$ cat config.mk
export PLATFORM = sky130hd
export DESIGN_NAME = bus_select_decoder
export DESIGN_NICKNAME = d
export VERILOG_FILES = /design/src/rtl/bus_select_pkg.sv /design/src/rtl/seg_decoder.sv /design/src/rtl/phase_gate.sv /design/src/rtl/bus_select_decoder.sv
export SDC_FILE = /design/constraint.sdc
export NUM_CORES = 1
export LEC_CHECK = 0
export BUFFER_PORTS_ARGS = -buffer_cell sky130_fd_sc_hd__clkbuf_2
export CAP_MARGIN = 20
export CORE_AREA = 5 5 42 44
export DETAILED_ROUTE_END_ITERATION = 10
export DIE_AREA = 0 0 47 49
export GPL_TIMING_DRIVEN = 1
export PLACE_DENSITY = 0.54
export SYNTH_ARGS = -nofsm -noshare
export SYNTH_HDL_FRONTEND = slang
export SYNTH_SLANG_ARGS = --single-unit
$ cat constraint.sdc
create_clock -name vclk -period 4.1
set_input_delay 0.615 -clock vclk [all_inputs]
set_output_delay 0.615 -clock vclk [all_outputs]
set_load 0.05 [all_outputs]
$ cat src/rtl/bus_select_pkg.sv
package bus_select_pkg;

   localparam int ADDR_W_DEF     = 16;

   localparam int RAM_BASE_DEF   = 'h0000;
   localparam int RAM_SEGB_DEF   = 10;
   localparam int RAM_SEGS_DEF   = 2;

   localparam int SER_BASE_DEF   = 'h8000;
   localparam int SER_SEGB_DEF   = 1;

   localparam int PER_BASE_DEF   = 'h8400;
   localparam int PER_SEGB_DEF   = 8;
   localparam int PER_SEGS_DEF   = 4;

   localparam int PROM_BASE_DEF  = 'h9000;
   localparam int PROM_SEGB_DEF  = 12;
   localparam int PROM_SEGS_DEF  = 7;

   // first address past a region of n segments of 2**seg_bits bytes
   function automatic int region_end(input int base, input int seg_bits, input int n);
      return base + (n << seg_bits);
   endfunction

endpackage

$ cat src/rtl/seg_decoder.sv
module seg_decoder #(
   parameter int ADDR_W   = 16,
   parameter int BASE     = 0,
   parameter int SEG_BITS = 10,
   parameter int SEG_N    = 2
) (
   input  logic [ADDR_W-1:0] addr_i,
   output logic [SEG_N-1:0]  sel_o
);

   localparam int SEG_SIZE = 1 << SEG_BITS;
   localparam int SPAN     = SEG_N * SEG_SIZE;
   localparam int EXT_W    = ADDR_W + 1;

   if (SEG_N < 1) begin : g_bad_count
      $error("seg_decoder: SEG_N must be at least 1");
   end
   if (SEG_BITS < 0 || SEG_BITS > ADDR_W) begin : g_bad_bits
      $error("seg_decoder: SEG_BITS out of range");
   end
   if ((BASE % SEG_SIZE) != 0) begin : g_bad_align
      $error("seg_decoder: BASE not aligned to the segment size");
   end
   if (BASE + SPAN > (1 << ADDR_W)) begin : g_bad_span
      $error("seg_decoder: region runs past the address space");
   end

   logic [EXT_W-1:0] addr_ext;
   assign addr_ext = {1'b0, addr_i};

   for (genvar i = 0; i < SEG_N; i++) begin : g_seg
      localparam logic [EXT_W-1:0] LO = EXT_W'(BASE + i * SEG_SIZE);
      localparam logic [EXT_W-1:0] HI = EXT_W'(BASE + (i + 1) * SEG_SIZE);
      assign sel_o[i] = (addr_ext >= LO) && (addr_ext < HI);
   end

endmodule

$ cat src/rtl/phase_gate.sv
module phase_gate #(
   parameter int N = 8
) (
   input  logic         rst_i,
   input  logic         phi2_i,
   input  logic [N-1:0] raw_i,
   output logic [N-1:0] gated_o
);

   if (N < 1) begin : g_bad_n
      $error("phase_gate: N must be at least 1");
   end

   logic qualify;
   assign qualify = phi2_i & ~rst_i;

   for (genvar i = 0; i < N; i++) begin : g_bit
      assign gated_o[i] = raw_i[i] & qualify;
   end

endmodule

$ cat src/rtl/bus_select_decoder.sv
module bus_select_decoder
   import bus_select_pkg::*;
#(
   parameter int ADDR_W    = ADDR_W_DEF,
   parameter int RAM_BASE  = RAM_BASE_DEF,
   parameter int RAM_SEGB  = RAM_SEGB_DEF,
   parameter int RAM_SEGS  = RAM_SEGS_DEF,
   parameter int SER_BASE  = SER_BASE_DEF,
   parameter int SER_SEGB  = SER_SEGB_DEF,
   parameter int PER_BASE  = PER_BASE_DEF,
   parameter int PER_SEGB  = PER_SEGB_DEF,
   parameter int PER_SEGS  = PER_SEGS_DEF,
   parameter int PROM_BASE = PROM_BASE_DEF,
   parameter int PROM_SEGB = PROM_SEGB_DEF,
   parameter int PROM_SEGS = PROM_SEGS_DEF
) (
   input  logic                 rst_i,
   input  logic                 phi2_i,
   input  logic                 rw_i,
   input  logic [ADDR_W-1:0]    addr_i,
   output logic [PROM_SEGS-1:0] prom_cs_o,
   output logic                 prom_oe_o,
   output logic [RAM_SEGS-1:0]  ram_cs_o,
   output logic                 ser_cs_o,
   output logic [PER_SEGS-1:0]  per_cs_o
);

   localparam int RAM_END  = region_end(RAM_BASE, RAM_SEGB, RAM_SEGS);
   localparam int SER_END  = region_end(SER_BASE, SER_SEGB, 1);
   localparam int PER_END  = region_end(PER_BASE, PER_SEGB, PER_SEGS);
   localparam int PROM_END = region_end(PROM_BASE, PROM_SEGB, PROM_SEGS);
   localparam int TOTAL    = PROM_SEGS + RAM_SEGS + 1 + PER_SEGS;

   // map ordering: RAM low, I/O in the gap, PROM ending at the top
   if (RAM_END > SER_BASE) begin : g_ovl_ram
      $error("bus_select_decoder: RAM overlaps serial window");
   end
   if (SER_END > PER_BASE) begin : g_ovl_ser
      $error("bus_select_decoder: serial window overlaps peripherals");
   end
   if (PER_END > PROM_BASE) begin : g_ovl_per
      $error("bus_select_decoder: peripherals overlap PROM");
   end
   if (PROM_END != (1 << ADDR_W)) begin : g_prom_top
      $error("bus_select_decoder: PROM must end at the top so the reset vector is in PROM");
   end

   logic [PROM_SEGS-1:0] prom_raw;
   logic [RAM_SEGS-1:0]  ram_raw;
   logic [0:0]           ser_raw;
   logic [PER_SEGS-1:0]  per_raw;
   logic [TOTAL-1:0]     raw_all;
   logic [TOTAL-1:0]     gated_all;

   seg_decoder #(
      .ADDR_W(ADDR_W), .BASE(PROM_BASE), .SEG_BITS(PROM_SEGB), .SEG_N(PROM_SEGS)
   ) u_prom_dec (
      .addr_i(addr_i),
      .sel_o (prom_raw)
   );

   seg_decoder #(
      .ADDR_W(ADDR_W), .BASE(RAM_BASE), .SEG_BITS(RAM_SEGB), .SEG_N(RAM_SEGS)
   ) u_ram_dec (
      .addr_i(addr_i),
      .sel_o (ram_raw)
   );

   seg_decoder #(
      .ADDR_W(ADDR_W), .BASE(SER_BASE), .SEG_BITS(SER_SEGB), .SEG_N(1)
   ) u_ser_dec (
      .addr_i(addr_i),
      .sel_o (ser_raw)
   );

   seg_decoder #(
      .ADDR_W(ADDR_W), .BASE(PER_BASE), .SEG_BITS(PER_SEGB), .SEG_N(PER_SEGS)
   ) u_per_dec (
      .addr_i(addr_i),
      .sel_o (per_raw)
   );

   assign raw_all = {prom_raw, ram_raw, ser_raw, per_raw};

   phase_gate #(
      .N(TOTAL)
   ) u_gate (
      .rst_i  (rst_i),
      .phi2_i (phi2_i),
      .raw_i  (raw_all),
      .gated_o(gated_all)
   );

   assign {prom_cs_o, ram_cs_o, ser_cs_o, per_cs_o} = gated_all;

   // PROM drives the data bus only on read cycles
   assign prom_oe_o = rw_i & (|prom_cs_o);

   always_comb begin
      assert_one_hot_R7: assert ($onehot0({prom_cs_o, ram_cs_o, ser_cs_o, per_cs_o}))
         else $error("more than one select active");
      assert_phase_gate_R5: assert (phi2_i || !(|{prom_cs_o, prom_oe_o, ram_cs_o, ser_cs_o, per_cs_o}))
         else $error("select active while phase-2 low");
      assert_reset_quiet_R8: assert (!rst_i || !(|{prom_cs_o, prom_oe_o, ram_cs_o, ser_cs_o, per_cs_o}))
         else $error("output active during reset");
      assert_oe_read_R6: assert (rw_i || !prom_oe_o)
         else $error("PROM output enable on a write cycle");
      assert_ser_pair_R3: assert (!ser_cs_o || (addr_i[ADDR_W-1:SER_SEGB] == (ADDR_W-SER_SEGB)'(SER_BASE >> SER_SEGB)))
         else $error("serial select outside its address pair");
   end

endmodule

==> results.md, run 1 <==
- Row cnt: 14
- Seq. cell area: 0 um2
- WP buf/inv: 2
- Initial DRC Count: 7
- Final Hold Vio Count: 0
- Finish-stage setup viols: 0
- Hold_buf cts: 0
- Total Wirelength: 825 um
- Resized cells post-CTS: 0
- Arr. time, crit path: 2080 ps
- Worst slew margin: 0.803
- # fillers: 168
- Final ANT Viol Nets: 0
- Max Slew Vio Count: 0
- Worst-path maximum fanout: 7
- Nets: 90
- Commonest non-fill, non-tap cells in the layout: clkbuf_2 (33), nor2_1 (9), nor3_1 (5), nand2_1 (4), or3_1 (3)
- Post-CTS Setup Bufs: 0
- CP required: 3480 ps
- Via count: 378
- Global-route wire length before repair: 1240 um
- Setup tns final: 0 ps
- Met3 GRT Util: 0.00369
- CP max stage cell: or4b_4
- Fmax: 370 MHz
- RD Place Congestion: 0.719
- Post-Synthesis Net Count: 55
- Status: complete, no violations
- Die ar.: 2300 um2
- Total GRT Usage: 0.0646
- Dpl ws: 1390 ps
- Met1 Use GR: 0.111
- Sequential share of the synthesized area: 0
- DP HPWL: 763 um
- DRC: 0
- Cell area after synthesis: 209 um2
- Max incr delay on CP: roughly 500 ps
- CP top delay family: simple AND/OR/NAND/NOR gates
- Number of global-route vias before repair: 319
- CP Capture Type: primary output
- Initial antenna violation count: 0
- MaxCap Viol Count: 0
- Most used cell, CP: clkbuf_2
- Area Growth Syn to Fin: 88.6%
- Synth Instances: 36
- DRT Pass-1 Iters: 4
- Mapped Avg Cell Area: 5.80 um2
- FFs & Latches: 0
- Worst hold path class: input port to primary output
- Final Util: 0.281
- Vias per inst: 4.45
- Met2 GRT Util: 0.0905
- GRT busiest layer: met1
- Die H: about 49 um
- ANT cells: 0
- Area of the multi-input gates: 205 um2
- Hold WS: approximately 1600 ps
- Num ports: 34
- # port buffers: 33
- Final Cycle Share: 0.659
- Measured slew at the worst slew-check pin: 291 ps
- Gr ovfl total: 0
- Crit path kind: input port to primary output
- DIE WIDTH: 47 um
- Detailed-route wire length per cell: between 9 and 10 um
- Worst Setup Start Kind: input port
- Post-synth cell types: 18
- Core Area: 1400 um2
- Layout clock buffer count: 0
- PwrDens: 64.3 nW/um2
- Period minus WS final: 2700 ps
- RSZ-0062 raised after global routing: false
- Fraction of layout cells with a size suffix above 1: 0.507
- CP Cell Sequence: clkbuf_2 > or3_1 > or4b_4 > nor3_1 > clkbuf_2
- Leading cell type in the layout, fill and taps excluded: clkbuf_2
- Initial Utilization: 0.149
- Ys Warns: 0
- Final worst slack: 1400 ps
- Pleak: 0.205 nW
- Largest net degree at the start of global routing: 8
- Maximum vdd ir drop: 0.0274 mV
==> cell type report <==
| class | instances | share of cell area |
|---|---|---|
| Multi-Input combinational cell | 35 | 0.521 |
| Timing Repair Buffer | 33 | 0.419 |
| Tap cell | 16 | 0.0508 |
| Inverter | 1 | 0.00952 |
==> logic make-up (layout without fill, tap and decap cells) <==
family / after synthesis / after routing / synth area share
and+or+nand+nor: 32 / 32 / 0.880
AOI/OAI and AO/OA: 3 / 3 / 0.102
buffers and inverters: 1 / 34 / 0.0179
==> power by group <==
part	internal (W)	switching [W]
clock network	0	0
registers	0	0
logic	0.0000108	0.0000145
total	0.0000108	0.0000145
==> final timing paths <==
check | start | depth (start not counted) | endpoint | slack (ps)
hold / removal | addr_i[9] | 3 | per_cs_o[1] | 1620
setup / recovery | addr_i[12] | 5 | ram_cs_o[0] | 1400
==> metrics by stage <==
stage / area (um2) / std cells / total power [W]
after global routing: 394 / 85 / 0.0000284
after floorplan: 209 / 36 / 0.0000113
after CTS: 394 / 85 / 0.0000257
final: 394 / 85 / 0.0000253
after detailed placement: 394 / 85 / 0.0000256
after global placement: 394 / 85 / 0.0000253
==> per-layer routing <==
metal	up-vias	share of wire
met1	152	0.49
met3	0	0.12
met2	23	0.38
li1	203	-
met5	-	0
met4	0	0
==> synth_stat cells, drive strengths merged <==
cell type  instances  area share
and3b              1       0.042
nand2b             1       0.030
nor3               5        0.12
nand2              4       0.072
nor4               2       0.060
and3               1       0.030
nand3b             1       0.036
or3                3       0.090
o21ai              1       0.024
a211oi             1       0.036
inv                1       0.018
nor3b              1       0.060
or4b               1       0.066
or2b               1       0.036
o41ai              1       0.042
nand4bb            1       0.054
nor2               9        0.16
nand3              1       0.024
==> worst min-delay path, cell delays in order <==
cell,delay [ps]
clkbuf_2,110
nor4_1,50
clkbuf_2,230
Note: power is estimated with default switching activity, not from simulation.
==> run 2: changes to the inputs <==
Settings changed: PLACE_DENSITY 0.54 to 0.56.
Clock period 4.1 ns to 2.2 ns, I/O delays scaled along.
==> run 2 against run 1 <==
  * Combinational power grew 100%
  * Sequential share of layout area stayed put
  * Via count grew 1.9%
  * Utilization increased by 2.2 points
  * Clock-buffer cell count is the same
  * Critical path depth is the same
  * Non-clock buffer count rose by 2
  * Critical endpoint is now ram_cs_o[1]
==> results.md, run 2 (same netlist as run 1, synthesis figures left out) <==
- RD Place Congestion: 0.690
- Total Wirelength: 862 um
- DRC: 0
- Number of global-route vias before repair: around 410
- RSZ-0062 raised after global routing: false
- FFs & Latches: 0
- Commonest non-fill, non-tap cells in the layout: clkbuf_2 (33), nor2_1 (9), nand2_1 (4), nor3_1 (4), or3_1 (3)
- CP max stage cell: or4b_4
- Detailed-route wire length per cell: ~10 um
- Measured slew at the worst slew-check pin: 260 ps
- Layout clock buffer count: 0
- Num ports: 34
- Worst hold path class: input port to primary output
- Global-route wire length before repair: 1510 um
- CP required: roughly 1900 ps
- DIE WIDTH: 47 um
- Fin area: 425 um2
- Initial antenna violation count: 0
- Die ar.: between 2000 and 2500 um2
- Hold_buf cts: 0
- Die H: 49 um
- Gr ovfl total: 0
- CP Cell Sequence: clkbuf_2 > or3_1 > or4b_4 > nor3b_2 > clkbuf_2
- Fmax: ~480 MHz
- DP Cell Count: between 80 and 90
- Initial Utilization: 0.149
- DRT Pass-1 Iters: 2
- Hold endpoint: per_cs_o[1]
- Final Util: 0.304
- Pleak: 0.217 nW
- Final ANT Viol Nets: 0
- Worst Setup Start Kind: input port
- Largest net degree at the start of global routing: 8
- CP Capture Type: primary output
- DP Area: ~430 um2
- Vias per inst: 4.43
- DP HPWL: 779 um
- Period minus WS final: ~2100 ps
- Nets: 92
- Worst-path maximum fanout: 2
- Via count: 385
- Max Slew Vio Count: 0
- Row cnt: 14
- Maximum vdd ir drop: 0.0316 mV
- Tot Pwr: 0.0000517 W
- Initial DRC Count: 1
- Most used cell, CP: clkbuf_2
- Worst slew margin: 0.824
- Status: complete, no violations
- Arr. time, crit path: about 1800 ps
- Total GRT Usage: 0.0779
- Final Hold Vio Count: 0
- Final Cycle Share: 0.952
- Area Growth Syn to Fin: 104%
- Crit path kind: input port to primary output
- Worst hold path cell count: 3
- Fraction of layout cells with a size suffix above 1: 0.563
- # port buffers: 33
- Max incr delay on CP: 510 ps
- Resized cells post-CTS: 0
- Core Area: 1400 um2
- Non-Filler Instances: 87
- Hold Crit Start: addr_i[9]
- Leading cell type in the layout, fill and taps excluded: clkbuf_2
- PwrDens: 121 nW/um2
- MaxCap Viol Count: 0
- Post-CTS Setup Bufs: 0
- ANT cells: 0
- Setup tns final: 0 ps
- Seq. cell area: 0 um2
- Finish-stage setup viols: 0
[run 2: cell types whose count changed in the layout (fill, tap and decap cells not counted)]
cell	before	now
a211oi_2	0	1
a211oi_1	1	0
nor4_2	0	1
nor3_2	0	1
nor3_1	5	4
buf_4	0	2
nor4_1	2	1
[run 2: worst max path at each step]
stage / start / endpoint / slack, ps
2_1_floorplan: addr_i[14] / per_cs_o[2] / -210
3_3_place_gp: addr_i[12] / ram_cs_o[1] / 110
3_5_place_dp: addr_i[12] / ram_cs_o[1] / 100
4_1_cts: addr_i[12] / ram_cs_o[1] / 100
5_1_grt: addr_i[12] / ram_cs_o[1] / 20
6_report: addr_i[12] / ram_cs_o[1] / 100
[run 2: critical path, delay by kind of cell]
kind          cells  cell delay, ps
simple gates      3            1060
buf+inv           2             380
[run 2: metrics by stage]
stage / setup slack (ps) / hold WS (ps)
floorplan: -214 / 761
global placement: 109 / 1050
detailed placement: 101 / 1060
CTS: 97.3 / 1060
global route: 17.7 / 1070
finish: 105 / 1060
[run 2: layout make-up]
type	count	area [um2]
well taps	16	20.0
multi-input cells	35	221
repair buffers	35	180
fillers	167	976
inverters	1	3.75
[run 2: metal layers]
layer / part of all wire / global-route usage / vias to the layer above
met5: 0 / 0 / -
met3: 0.077 / 0.00369 / 0
met4: 0 / 0 / 0
met2: 0.48 / 0.154 / 15
li1: - / - / 206
met1: 0.44 / 0.0913 / 164
[run 2: where the power goes]
| group | internal [W] | switching [W] | leakage [nW] |
|---|---|---|---|
| logic | 0.0000226 | 0.0000291 | 0.217 |
| clock network | 0 | 0 | 0 |
| registers | 0 | 0 | 0 |
